File: src/rtl/hfe_pkg.sv
package hfe_pkg;

    // Register indices after the address shift.
    localparam int IDX_W = 4;
    localparam logic [IDX_W-1:0] IDX_CNT_LO  = 4'd0;
    localparam logic [IDX_W-1:0] IDX_CNT_MID = 4'd1;
    localparam logic [IDX_W-1:0] IDX_CNT_HI  = 4'd2;
    localparam logic [IDX_W-1:0] IDX_CMD     = 4'd3;
    localparam logic [IDX_W-1:0] IDX_STATUS  = 4'd4;
    localparam logic [IDX_W-1:0] IDX_INTR    = 4'd5;
    localparam logic [IDX_W-1:0] IDX_SEQ     = 4'd6;
    localparam logic [IDX_W-1:0] IDX_FLAGS   = 4'd7;
    localparam logic [IDX_W-1:0] IDX_CONF1   = 4'd8;
    localparam logic [IDX_W-1:0] IDX_CONF2   = 4'd9;
    localparam logic [IDX_W-1:0] IDX_CONF3   = 4'd10;

    // Command codes, compared with bit 7 masked off.
    localparam logic [7:0] OP_NOP     = 8'h00;
    localparam logic [7:0] OP_FLUSH   = 8'h01;
    localparam logic [7:0] OP_SRESET  = 8'h02;
    localparam logic [7:0] OP_BRESET  = 8'h03;
    localparam logic [7:0] OP_MSGOK   = 8'h12;
    localparam logic [7:0] OP_PAD     = 8'h18;
    localparam logic [7:0] OP_SELON   = 8'h44;
    localparam logic [7:0] OP_SELOFF  = 8'h45;
    localparam logic [7:0] OP_MASK    = 8'h7F;

    // Reason codes.
    localparam logic [7:0] WHY_DONE   = 8'h08;
    localparam logic [7:0] WHY_DISC   = 8'h20;
    localparam logic [7:0] WHY_BUSRST = 8'h80;

    // Status bits and other constants.
    localparam int         ST_INT       = 7;
    localparam int         ST_TC        = 4;
    localparam logic [7:0] INT_MASK     = 8'h80;
    localparam logic [7:0] TC_MASK      = 8'h10;
    localparam logic [7:0] SEQ_DONE     = 8'h04;
    localparam logic [7:0] CONF1_RESET  = 8'h07;
    localparam int         RPT_OFF_BIT  = 6;

    typedef struct packed {
        logic       known;
        logic       soft_reset;
        logic       load_intr;
        logic [7:0] intr_val;
        logic       clr_seq;
        logic       clr_flags;
        logic       raise;
        logic       raise_unmasked;
        logic       pad;
    } cmd_act_t;

    typedef struct packed {
        logic [7:0] status;
        logic [7:0] intr;
        logic [7:0] seq;
        logic [7:0] flags;
        logic [7:0] cnt_lo;
        logic [7:0] cnt_mid;
        logic [7:0] cnt_hi;
        logic [7:0] conf1;
        logic [7:0] conf2;
        logic [7:0] conf3;
        logic       hi_written;
    } hfe_regs_t;

    function automatic hfe_regs_t regs_reset();
        hfe_regs_t r;
        r       = '0;
        r.conf1 = CONF1_RESET;
        return r;
    endfunction

    function automatic cmd_act_t decode_cmd(logic [7:0] cb);
        cmd_act_t a;
        a = '0;
        a.known = 1'b1;
        case (cb & OP_MASK)
            OP_NOP:    ;
            OP_SRESET: a.soft_reset = 1'b1;
            OP_FLUSH: begin
                a.load_intr = 1'b1; a.intr_val = WHY_DONE;
                a.clr_seq = 1'b1;   a.clr_flags = 1'b1;
            end
            OP_BRESET: begin
                a.load_intr = 1'b1; a.intr_val = WHY_BUSRST;
                a.raise_unmasked = 1'b1;
            end
            OP_MSGOK: begin
                a.load_intr = 1'b1; a.intr_val = WHY_DISC;
                a.clr_seq = 1'b1;   a.clr_flags = 1'b1;
                a.raise = 1'b1;
            end
            OP_PAD: begin
                a.load_intr = 1'b1; a.intr_val = WHY_DONE;
                a.clr_seq = 1'b1;   a.pad = 1'b1;
            end
            OP_SELON:  a.load_intr = 1'b1;
            OP_SELOFF: begin
                a.load_intr = 1'b1;
                a.raise = 1'b1;
            end
            default:   a.known = 1'b0;
        endcase
        return a;
    endfunction

endpackage

File: src/rtl/hfe_addr_decode.sv
module hfe_addr_decode
    import hfe_pkg::*;
#(
    parameter int ADDR_W    = 8,
    parameter int REG_SHIFT = 2
) (
    input  logic [ADDR_W-1:0] bus_addr,
    input  logic              wr_en,
    input  logic              rd_en,
    input  logic              acc_word,
    output logic [IDX_W-1:0]  reg_idx,
    output logic              wr_go,
    output logic              rd_go
);
    logic [ADDR_W-1:0] shifted;
    logic              in_window;

    always_comb begin
        shifted   = bus_addr >> REG_SHIFT;
        in_window = ((shifted >> IDX_W) == '0);
        reg_idx   = shifted[IDX_W-1:0];
        wr_go     = wr_en && in_window;
        rd_go     = rd_en && !acc_word && in_window;
    end
endmodule

File: src/rtl/hfe_cmd_decode.sv
module hfe_cmd_decode
    import hfe_pkg::*;
(
    input  logic [7:0] cmd_byte,
    output cmd_act_t   act
);
    always_comb act = decode_cmd(cmd_byte);
endmodule

File: src/rtl/hfe_reg_state.sv
module hfe_reg_state
    import hfe_pkg::*;
(
    input  logic             clk,
    input  logic             rst,
    input  logic             ext_reset,
    input  logic             wr_go,
    input  logic             rd_go,
    input  logic [IDX_W-1:0] reg_idx,
    input  logic [7:0]       wr_data,
    input  cmd_act_t         act,
    input  logic             evt_valid,
    input  logic [7:0]       evt_intr,
    input  logic [7:0]       evt_status,
    input  logic [7:0]       evt_seq,
    input  logic [7:0]       evt_flags,
    output hfe_regs_t        regs_q,
    output logic             irq_q
);
    hfe_regs_t nx;
    logic      cmd_hit, raise_cmd, rd_intr, do_reset, irq_nx;

    always_comb begin
        cmd_hit   = wr_go && (reg_idx == IDX_CMD) && act.known;
        raise_cmd = cmd_hit && (act.raise ||
                    (act.raise_unmasked && !regs_q.conf1[RPT_OFF_BIT]));
        rd_intr   = rd_go && (reg_idx == IDX_INTR);
        do_reset  = rst || ext_reset || (cmd_hit && act.soft_reset);
    end

    // Order inside a cycle: event, then reason read, then host write.
    always_comb begin
        nx = regs_q;
        if (evt_valid) begin
            nx.status = (regs_q.status & INT_MASK) | (evt_status & ~INT_MASK);
            nx.status[ST_INT] = 1'b1;
            nx.intr  = evt_intr;
            nx.seq   = evt_seq;
            nx.flags = evt_flags;
        end
        if (rd_intr) begin
            nx.intr           = '0;
            nx.status[ST_TC]  = 1'b0;
            nx.status[ST_INT] = 1'b0;
            nx.seq            = SEQ_DONE;
        end
        if (wr_go) begin
            case (reg_idx)
                IDX_CNT_LO:  begin nx.cnt_lo  = wr_data; nx.status[ST_TC] = 1'b0; end
                IDX_CNT_MID: begin nx.cnt_mid = wr_data; nx.status[ST_TC] = 1'b0; end
                IDX_CNT_HI:  begin
                    nx.cnt_hi = wr_data;
                    nx.hi_written = 1'b1;
                    nx.status[ST_TC] = 1'b0;
                end
                IDX_CONF1: nx.conf1 = wr_data;
                IDX_CONF2: nx.conf2 = wr_data;
                IDX_CONF3: nx.conf3 = wr_data;
                IDX_CMD: if (act.known) begin
                    if (act.load_intr) nx.intr  = act.intr_val;
                    if (act.clr_seq)   nx.seq   = '0;
                    if (act.clr_flags) nx.flags = '0;
                    if (act.pad)       nx.status = (nx.status & INT_MASK) | TC_MASK;
                    if (raise_cmd)     nx.status[ST_INT] = 1'b1;
                end
                default: ;
            endcase
        end
    end

    // The interrupt line is kept as its own flop, driven by the same events.
    always_comb begin
        irq_nx = irq_q;
        if (evt_valid) irq_nx = 1'b1;
        if (rd_intr)   irq_nx = 1'b0;
        if (raise_cmd) irq_nx = 1'b1;
    end

    always_ff @(posedge clk) begin
        if (do_reset) begin
            regs_q <= regs_reset();
            irq_q  <= 1'b0;
        end else begin
            regs_q <= nx;
            irq_q  <= irq_nx;
        end
    end
endmodule

File: src/rtl/hfe_front_end.sv
module hfe_front_end
    import hfe_pkg::*;
#(
    parameter int         ADDR_W    = 8,
    parameter int         REG_SHIFT = 2,
    parameter logic [7:0] CHIP_ID   = 8'hA2
) (
    input  logic              clk,
    input  logic              rst,
    input  logic              ext_reset,
    input  logic [ADDR_W-1:0] bus_addr,
    input  logic              wr_en,
    input  logic              rd_en,
    input  logic              acc_word,
    input  logic [7:0]        wr_data,
    output logic [7:0]        rd_data,
    input  logic              evt_valid,
    input  logic [7:0]        evt_intr,
    input  logic [7:0]        evt_status,
    input  logic [7:0]        evt_seq,
    input  logic [7:0]        evt_flags,
    output logic              irq
);
    logic [IDX_W-1:0] reg_idx;
    logic             wr_go, rd_go;
    cmd_act_t         act;
    hfe_regs_t        regs_q;
    logic             irq_q;

    hfe_addr_decode #(.ADDR_W(ADDR_W), .REG_SHIFT(REG_SHIFT)) u_dec (
        .bus_addr(bus_addr), .wr_en(wr_en), .rd_en(rd_en), .acc_word(acc_word),
        .reg_idx(reg_idx), .wr_go(wr_go), .rd_go(rd_go)
    );

    hfe_cmd_decode u_cmd (.cmd_byte(wr_data), .act(act));

    hfe_reg_state u_state (
        .clk(clk), .rst(rst), .ext_reset(ext_reset),
        .wr_go(wr_go), .rd_go(rd_go), .reg_idx(reg_idx), .wr_data(wr_data),
        .act(act), .evt_valid(evt_valid), .evt_intr(evt_intr),
        .evt_status(evt_status), .evt_seq(evt_seq), .evt_flags(evt_flags),
        .regs_q(regs_q), .irq_q(irq_q)
    );

    always_comb begin
        rd_data = '0;
        if (rd_go) begin
            case (reg_idx)
                IDX_CNT_LO:  rd_data = regs_q.cnt_lo;
                IDX_CNT_MID: rd_data = regs_q.cnt_mid;
                IDX_CNT_HI:  rd_data = regs_q.hi_written ? regs_q.cnt_hi : CHIP_ID;
                IDX_STATUS:  rd_data = regs_q.status;
                IDX_INTR:    rd_data = regs_q.intr;
                IDX_SEQ:     rd_data = regs_q.seq;
                IDX_FLAGS:   rd_data = regs_q.flags;
                IDX_CONF1:   rd_data = regs_q.conf1;
                IDX_CONF2:   rd_data = regs_q.conf2;
                IDX_CONF3:   rd_data = regs_q.conf3;
                default:     rd_data = '0;
            endcase
        end
    end

    assign irq = irq_q;
endmodule

File: config.mk
export PLATFORM = sky130hd
export DESIGN_NAME = hfe_front_end
export DESIGN_NICKNAME = d
export VERILOG_FILES = /design/src/rtl/hfe_pkg.sv /design/src/rtl/hfe_addr_decode.sv /design/src/rtl/hfe_cmd_decode.sv /design/src/rtl/hfe_reg_state.sv /design/src/rtl/hfe_front_end.sv
export SDC_FILE = /design/constraint.sdc
export NUM_CORES = 1
export LEC_CHECK = 0
export ABC_AREA = 1
export BUFFER_PORTS_ARGS = -buffer_cell sky130_fd_sc_hd__buf_2
export CAP_MARGIN = 20
export CORE_MARGIN = 5
export CORE_UTILIZATION = 45
export CTS_CLUSTER_SIZE = 25
export DETAILED_ROUTE_END_ITERATION = 12
export GPL_ROUTABILITY_DRIVEN = 0
export GPL_TIMING_DRIVEN = 0
export PLACE_DENSITY = 0.63
export SYNTH_ARGS = -nofsm -noshare
export SYNTH_HDL_FRONTEND = slang
export SYNTH_SLANG_ARGS = --single-unit
File: constraint.sdc
create_clock -name clk -period 2.2 [get_ports clk]
set_input_delay 0.55 -clock clk [delete_from_list [all_inputs] [get_ports clk]]
set_output_delay 0.55 -clock clk [all_outputs]
set_load 0.01 [all_outputs]
======== After elaboration in Yosys (flattened, before gate mapping) ========
Cells that the tools add are included.
operators by class
  add/sub/neg operators ................... 0
  multipliers ............................. 0
  divide/modulo/power cells ............... 0
  magnitude comparators ................... 0
  eq/ne operators ......................... 17
  shift-type cells ........................ 0
  multiplexer cells ....................... 36
  bitwise operators ....................... 1
  reductions and logical operators ........ 31
operators with widths
  cell                                                                    number
  8-bit two-way mux                                                       11
  81-bit two-way mux                                                      1
  8-bit case mux with 10 select lines                                     1
  32-bit two-way mux                                                      2
  28-bit two-way mux                                                      1
  8-bit case mux with 3 select lines                                      1
  4-bit by 3-bit equality test with 1-bit output (second input constant)  4
  8-bit zero test                                                         2
  16-bit two-way mux                                                      1
  1-bit two-way mux                                                       15
  7-bit by 2-bit equality test with 1-bit output (second input constant)  2
  7-bit by 5-bit equality test with 1-bit output (second input constant)  2
  7-bit equality test (second input constant)                             2
  4-bit equality test (second input constant)                             3
  2-bit AND reduction                                                     6
  1-bit logical AND                                                       9
  4-bit by 2-bit equality test with 1-bit output (second input constant)  2
  8-bit OR reduction                                                      1
  7-bit by 1-bit equality test with 1-bit output (second input constant)  1
  7-bit two-way mux                                                       1
  1-bit by 7-bit OR with 7-bit output (first input constant)              1
  2-bit OR reduction                                                      3
  3-bit OR reduction                                                      2
  6-bit OR reduction                                                      1
  other kinds (7)                                                         10
storage, ports and cells
  flip-flop bits (word level) ............. 82
  bits in latches ......................... 0
  RAM bits ................................ 0
  memory bits (read-only) ................. 0
  input bits .............................. 55
  output and inout port bits .............. 9
  logic and storage cells ................. 97
  memories ................................ 0

======== Depth between registers and ports, before layout ========
Gate-level depths: netlist (run 1).
  depth after elaboration ................. 9
  gate-level depth with buffers ........... 11
  depth with buffers taken out ............ 11

======== Hierarchy ========
A second synthesis (run 1) with hierarchy kept.
unflattened totals
  cell total of the unflattened synthesis .. 860
  area, all modules ....................... 4,916.0 um^2
by module, submodules not included
  module           times used  cells each  area an instance (um^2)  sequential area each (um^2)
  hfe_reg_state    1           580         3,652.3                  1,641.6
  hfe_front_end    1           215         942.2                    0.0
  hfe_cmd_decode   1           53          261.5                    0.0
  hfe_addr_decode  1           12          60.1                     0.0

======== Worst setup path after synthesis (run 1) ========
OpenSTA, ideal clock, no wires.
  path kind ............................... input -> output
  start point ............................. input port bus_addr[5]
  end point ............................... output port rd_data[0]
  arrival time ............................ 1.444 ns
  required time ........................... 1.650 ns
  setup slack ............................. 0.206 ns
  stages on the path ...................... 8
  path buffers ............................ 1
  path through ............................ inv_1 nand2_1 nor2_2 buf_2 nand2_1 o21ai_0 o21ai_0 inv_1
between the ends
  cells in the longest elaborated chain, start to end .. 3
  elaborated cells between the ends (all ways) .. 12
  those cells by class .................... eq/ne: 9; mux: 2; reduce/logical: 1
ends and longest elaborated chain
  what                                               line                 source
  from (decl)                                        hfe_front_end.sv:11  input logic [ADDR_W-1:0] bus_addr,
  4-bit equality test, or another cell as far along  hfe_front_end.sv:48  case (reg_idx)
  8-bit case mux with 10 select lines (*)            hfe_front_end.sv:48
  8-bit two-way mux (*)                              hfe_front_end.sv:47  if (rd_go) begin
  to (decl)                                          hfe_front_end.sv:16  output logic [7:0] rd_data,
Mark *: on every way between the ends. The rest lies on a longest branch, timed or not.

======== Worst setup path after layout (run 1) ========
  start point ............................. input port bus_addr[5]
  end point ............................... output port rd_data[3]
The elaborated chain is that of the path after synthesis.

==> results of run 1 <==
kinds of logic after synthesis:
logic type / Yosys count / share of synthesized area, %
and+or+nand+nor: 358 / 35.9
AOI/OAI and AO/OA: 104 / 13.1
buffers and inverters: 93 / 9.88
DFF: 82 / 38.4
muxes: 12 / 2.81
registers in the layout (all words and copies together), names as in the netlist:
name and count:
u_state.irq_q 1, u_state.regs_q 81
how the worst max path moves through the flow:
stage	cells past startpoint	slack, ns	endpoint	startpoint
after global placement	11	-0.38	rd_data[3]	bus_addr[2]
after CTS	11	-0.02	rd_data[6]	bus_addr[3]
after detailed placement	13	-0.38	rd_data[0]	bus_addr[5]
final	12	-0.05	rd_data[3]	bus_addr[5]
after floorplan	8	0.21	rd_data[0]	bus_addr[5]
after global routing	13	-0.11	rd_data[0]	bus_addr[5]
metrics by stage:
step	TNS, ns	hold WS [ns]	cell area, um2	std cells	util [%]
finish	-0.196	0.467	5490	866	59.4
global route	-0.681	0.491	5490	866	59.4
CTS	-0.0576	0.465	5280	862	57.2
detailed placement	-2.37	0.450	4710	832	51.0
global placement	-2.55	0.449	4710	832	51.0
floorplan	0	0.438	4280	649	-
per-layer routing:
metal	wire length [um]	part of all wire (%)	GRT usage, %	up-vias
met2	6760	47	40.1	174
met3	984	6.9	3.78	27
li1	-	-	-	2258
met5	0	0	0	-
met4	318	2.2	8.30	0
met1	6260	44	33.5	2114
area by class of cell:
class | instances | area (um2)
inverters | 61 | 262
clock buffers | 10 | 128
flip-flops and latches | 82 | 1640
well taps | 129 | 161
multi-input cells | 474 | 2520
fillers | 880 | 3750
clock inverters | 6 | 67.6
plain buffers | 32 | 208
repair buffers | 72 | 500
power by group through the flow:
stage,combinational (W),sequential [W],clock [W]
finish,0.000382,0.00152,0.00113
global placement,0.000301,0.00155,0
floorplan,0.000193,0.00155,0
global route,0.000414,0.00152,0.00119
CTS,0.000354,0.00152,0.00112
detailed placement,0.000304,0.00155,0
cells in the mapped netlist, types with 2 or more instances:
master and count:
buf_6 4, nand2_1 187, dfxtp_1 82, buf_2 15
clkbuf_1 6, a21oi_1 62, inv_1 51, nand2_2 8
nor3_1 26, o22ai_1 5, nor2_4 3, o211ai_1 3
o2bb2ai_1 2, inv_2 9, o21ai_0 29, nor2_2 6
nand3_1 51, mux2i_1 12, buf_4 6, nor2_1 71
what timing repair did:
action,in CTS,in global routing
pin swaps,25,29
endpoints found under the setup margin,8,8
gates resized for setup,95,43
hold endpoints to repair,0,0
buffers inserted,13,4
cloned,1,0
worst reg2reg max path: stages (launching register included):
cell and delay [ns]:
dfxtp_1 0.32, inv_1 0.07, o21ai_0 0.15, nand2_1 0.08, nor3_1 0.20
==> summary.md, run 1 <==
| Metric | Value |
|---|---|
| Most frequent cells in the layout | `nand2_1 (155), dfxtp_1 (81), a21oi_1 (61), buf_2 (61), nor2_1 (59)` |
| Commonest non-fill, non-tap cell in the layout | `nand2_1` |
| CP Cell Sequence | `buf_12 -> clkinv_8 -> nand2_8 -> buf_6 -> nor2_4 -> nand2_2 -> nand2_2 -> a21oi_4 -> nand3_2 -> nand2_1 -> inv_1 -> buf_6` |
| Max Transition Viols Final | `0` |
| # setup viols final | `6` |
| Max incr delay on CP | `0.21 ns` |
| Core ar. | `9240 um2` |
| Net switching fraction of the power | `28.0%` |
| Crit path max fanout | `7` |
| Vias per cell | `5.28` |
| Via count | `4573` |
| Seq/Total Area, Yosys | `38.4%` |
| Mapped Nets | `704` |
| 1st-iter DRT viols | `403` |
| Area contributors post-synth | `dfxtp_1 (38%), nand2_1 (16%), a21oi_1 (7.2%)` |
| Num CTS Buffers | `9` |
| Startpoint Class | `input pin` |
| I/O pin cnt | `64` |
| Worst Min Path Start | `u_state.regs_q[20]$_SDFFE_PP0P_` |
| Outcome | `finished with violations` |
| Data arrival, critical path | `1.70 ns` |
| # diodes | `0` |
| Reg2Reg Setup Slack | `1.30 ns` |
| Worst Path Buf+Inv | `5` |
| Clk sinks | `82` |
| Worst EP required | `1.65 ns` |
| Synth warn | `0` |
| CP top delay family | `simple AND/OR/NAND/NOR gates` |
| #FFs+latches synth | `82` |
| Clock share of power | `37.3%` |
| Min-Delay Endpoint | `u_state.regs_q[20]$_SDFFE_PP0P_` |
| Sequential power share | `50.1%` |
| Synthesized area | `4280 um2` |
| Post-synth EDFFs | `0` |
| Number of global-route vias before repair | `4354` |
| Violated checks | `setup timing` |
| FF-to-FF Start | `u_state.regs_q[64]$_SDFF_PP0_` |
| Worst setup EP type | `primary output` |
| Initial Util | `46.3%` |
| Final min period | `2.25 ns` |
| Internal power | `0.00218 W` |
| Tot GR Track Use | `24.7%` |
| First-pass DRT Iterations | `6` |
| CP max-delay cell | `nor2_4` |
| Nets | `787` |
| IO buf count | `54` |
| GRT Residual Overflow | `0` |
| Antenna-violating nets left | `0` |
| Max_slew headroom | `61.5%` |
| Overall power consumption | `0.00303 W` |
| RR Endpoint | `u_state.regs_q[64]$_SDFF_PP0_` |
| TritonCTS clock tree | `yes` |
| Die ar. | `11600 um2` |
| Unrepaired setup endpoints after global routing | `true` |
| Layout cell share with drive strength beyond 1 | `28.6%` |
| PwrDens | `551 nW/um2` |
| CTS root buf | `clkbuf_8` |
| Clock latency on the worst-skew pair | `0.35 ns` |
| Final hold violations | `0` |
| Final WL | `14300 um` |
| IR drop worst, VDD | `277 uV` |
| Row count | `35` |
| First-pass GRT wire length | `22200 um` |
| Measured slew at the worst slew-check pin | `0.578 ns` |
| Die Y | `108 um` |
| Area added between synthesis and finish | `28.2%` |
| Distinct cells, synth | `31` |
| Pre-CTS setup slack | `-0.384 ns` |
| Mean Syn Cell Area | `6.60 um2` |
| Post-Syn Instances | `649` |
| Max-Cap Viols | `0` |
| Post-DR wirelength/cell | `16.5 um` |
| Leak | `2.33 nW` |
| Worst Hold Path Cells | `2` |
| Comb pwr share | `12.6%` |
| Largest net degree at the start of global routing | `15` |
| Final period utilization | `102%` |
| Post-cts hold buffer count | `0` |
| Worst Reg-to-Reg Cells | `4` |
| Initial antenna violation count | `0` |
| Clock transition at path regs | `0.07 ns` |
| CTS max path bufs | `2` |
| Die W | `108 um` |
| Highest Clock Rate | `444 MHz` |
| Residual DRC | `0` |
| Sw power | `0.000848 W` |
| PnR worst setup slack | `-0.0512 ns` |
| Synth Flop Type | `dfxtp_1` |
| Largest area contributor in the netlist | `dfxtp_1` |
| H-tree levels | `3` |
| HPWL Detailed | `10400 um` |
| Synth top area share | `38.4%` |
| Setup CP Type | `in -> out` |
| Hold Path Class | `reg -> reg` |
| Async SR Flop Fraction | `0%` |
| Clk_skew | `0.00416 ns` |
Power figures use the tool's default switching activity.
==> run 2, diff against run 1 <==
SETUP_SLACK_MARGIN = 0.15   (was default)
TNS_END_PERCENT = 1   (was default)
clock period = 2.19 ns   (was 2.2 ns; I/O delays follow)
==> run 2 against run 1 <==
The flow still finishes with violations (setup timing); final area down 0.52%; sequential cell count unchanged; highest routed layer unchanged; largest power group unchanged; register-to-register slack about the same; sequential share of layout area up 0.16 points; via count down 0.15%.
==> summary.md, run 2 (synthesis gave the netlist of run 1 again) <==
| Metric | Value |
|---|---|
| Outcome | `finished with violations` |
| Violated checks | `setup timing` |
| Max Transition Viols Final | `0` |
| Final Util | `59.1%` |
| PnR worst setup slack | `-0.0542 ns` |
| Highest Clock Rate | `446 MHz` |
| CP Cell Sequence | `buf_6 -> nor2_4 -> buf_12 -> nand2_8 -> o22ai_1 -> nor2_1 -> nand3_2 -> nand2_1 -> inv_1 -> buf_6` |
| # diodes | `0` |
| Antenna-violating nets left | `0` |
| I/O pin cnt | `64` |
| Unrepaired setup endpoints after global routing | `true` |
| Die ar. | `11600 um2` |
| Tot GR Track Use | `24.7%` |
| Number of global-route vias before repair | `4350` |
| Register Area | `1640 um2` |
| CP top delay family | `simple AND/OR/NAND/NOR gates` |
| Max-Cap Viols | `0` |
| Worst setup EP type | `primary output` |
| Data arrival, critical path | `1.70 ns` |
| Commonest non-fill, non-tap cell in the layout | `nand2_1` |
| Setup TNS | `-0.214 ns` |
| Setup CP Type | `in -> out` |
| Final period utilization | `102%` |
| Max_slew headroom | `62.7%` |
| Layout cell share with drive strength beyond 1 | `28.5%` |
| Residual DRC | `0` |
| Row count | `35` |
| First-pass GRT wire length | `22200 um` |
| Post-DR wirelength/cell | `16.5 um` |
| Leak | `2.32 nW` |
| Nets | `784` |
| Cell mode on critical path | `buf_6` |
| Measured slew at the worst slew-check pin | `0.560 ns` |
| 1st-iter DRT viols | `342` |
| Max reg flops | `81` |
| Startpoint Class | `input pin` |
| Vias per cell | `5.29` |
| FILL cells | `882` |
| Post-cts hold buffer count | `0` |
| First-pass DRT Iterations | `5` |
| Top flop regs | `u_state.regs_q (81), u_state.irq_q (1)` |
| GRT Residual Overflow | `0` |
| PwrDens | `554 nW/um2` |
| Crit path max fanout | `8` |
| Final WL | `14300 um` |
| Die Y | `108 um` |
| CTS max path bufs | `2` |
| Initial antenna violation count | `0` |
| Worst EP required | `1.64 ns` |
| Max incr delay on CP | `0.22 ns` |
| Hold Path Class | `reg -> reg` |
| Clock transition at path regs | `0.07 ns` |
| Die W | `108 um` |
| Initial Util | `46.3%` |
| Area added between synthesis and finish | `27.5%` |
| H-tree levels | `3` |
| Final min period | `2.24 ns` |
| Final hold violations | `0` |
| IO buf count | `54` |
| Worst Path Buf+Inv | `4` |
| Core ar. | `9240 um2` |
| Num CTS Buffers | `9` |
| Clk_skew | `0.00618 ns` |
| IR drop worst, VDD | `279 uV` |
| HPWL Detailed | `10400 um` |
| TritonCTS clock tree | `yes` |
| Most frequent cells in the layout | `nand2_1 (156), dfxtp_1 (81), nor2_1 (60), a21oi_1 (60), buf_2 (60)` |
| # setup viols final | `7` |
| Area of the multi-input gates | `2520 um2` |
| Largest net degree at the start of global routing | `15` |
| Clock latency on the worst-skew pair | `0.36 ns` |
| CTS root buf | `clkbuf_8` |
| Clk sinks | `82` |
| Reg with most FFs | `u_state.regs_q` |
| CP max-delay cell | `nor2_4` |
| Via count | `4566` |
## run 2: what timing repair did
action / 4_1_cts / 5_1_grt
setup buffers: 13 / 1
resized for setup: 94 / 44
pin swaps: 23 / 26
setup endpoints to repair: 8 / 8
cloned: 1 / 0
hold endpoints to repair: 0 / 0
## run 2: power breakdown
part	total, W	switching (W)	internal [W]	leakage [nW]
sequential	0.00152	0.0000116	0.00151	0.664
combinational	0.000380	0.000237	0.000142	1.56
clock	0.00112	0.000589	0.000529	0.0925
total	0.00302	0.000838	0.00218	2.32
## run 2: worst register-to-register path: cells and delay by family (launching register included)
family / cells / cell delay, ns
flops: 1 / 0.32
simple gates: 3 / 0.27
compound gates: 1 / 0.14
buf+inv: 1 / 0.10
## run 2: final cells by class
class | count | area share, %
Buffer | 32 | 3.81
Multi-Input combinational cell | 474 | 46.1
Clock buffer | 10 | 2.34
Inverter | 61 | 4.79
Tap cell | 129 | 2.96
Sequential cell | 82 | 30.1
Timing Repair Buffer | 69 | 8.64
Clock inverter | 6 | 1.24
## run 2: path summary, 6_finish.rpt
check	cells after the start	from	end	slack, ns
setup / recovery	10	bus_addr[2]	rd_data[4]	-0.05
hold / removal	2	u_state.regs_q[20]$_SDFFE_PP0P_	u_state.regs_q[20]$_SDFFE_PP0P_	0.47
setup reg to reg	5	u_state.regs_q[23]$_SDFFE_PP0P_	u_state.irq_q$_SDFFE_PP0P_	1.30
hold reg to reg	2	u_state.regs_q[20]$_SDFFE_PP0P_	u_state.regs_q[20]$_SDFFE_PP0P_	0.47
## run 2: through the flow
| step | std cells | hold WS [ns] | setup slack [ns] | power, W | instance area [um2] |
|---|---|---|---|---|---|
| floorplan | 649 | 0.438 | 0.201 | 0.00175 | 4280 |
| global placement | 832 | 0.449 | -0.387 | 0.00186 | 4710 |
| detailed placement | 832 | 0.450 | -0.389 | 0.00186 | 4710 |
| CTS | 862 | 0.465 | -0.0245 | 0.00301 | 5280 |
| global route | 863 | 0.491 | -0.109 | 0.00313 | 5460 |
| finish | 863 | 0.467 | -0.0542 | 0.00302 | 5460 |
## run 2: metal layers
layer	share of wire, %	vias to the layer above	track usage [%]	wire (um)
met2	48	174	40.2	6830
met5	0	-	0	0
li1	-	2253	-	-
met1	44	2111	33.5	6270
met3	6.2	28	3.78	884
met4	2.0	0	8.30	284
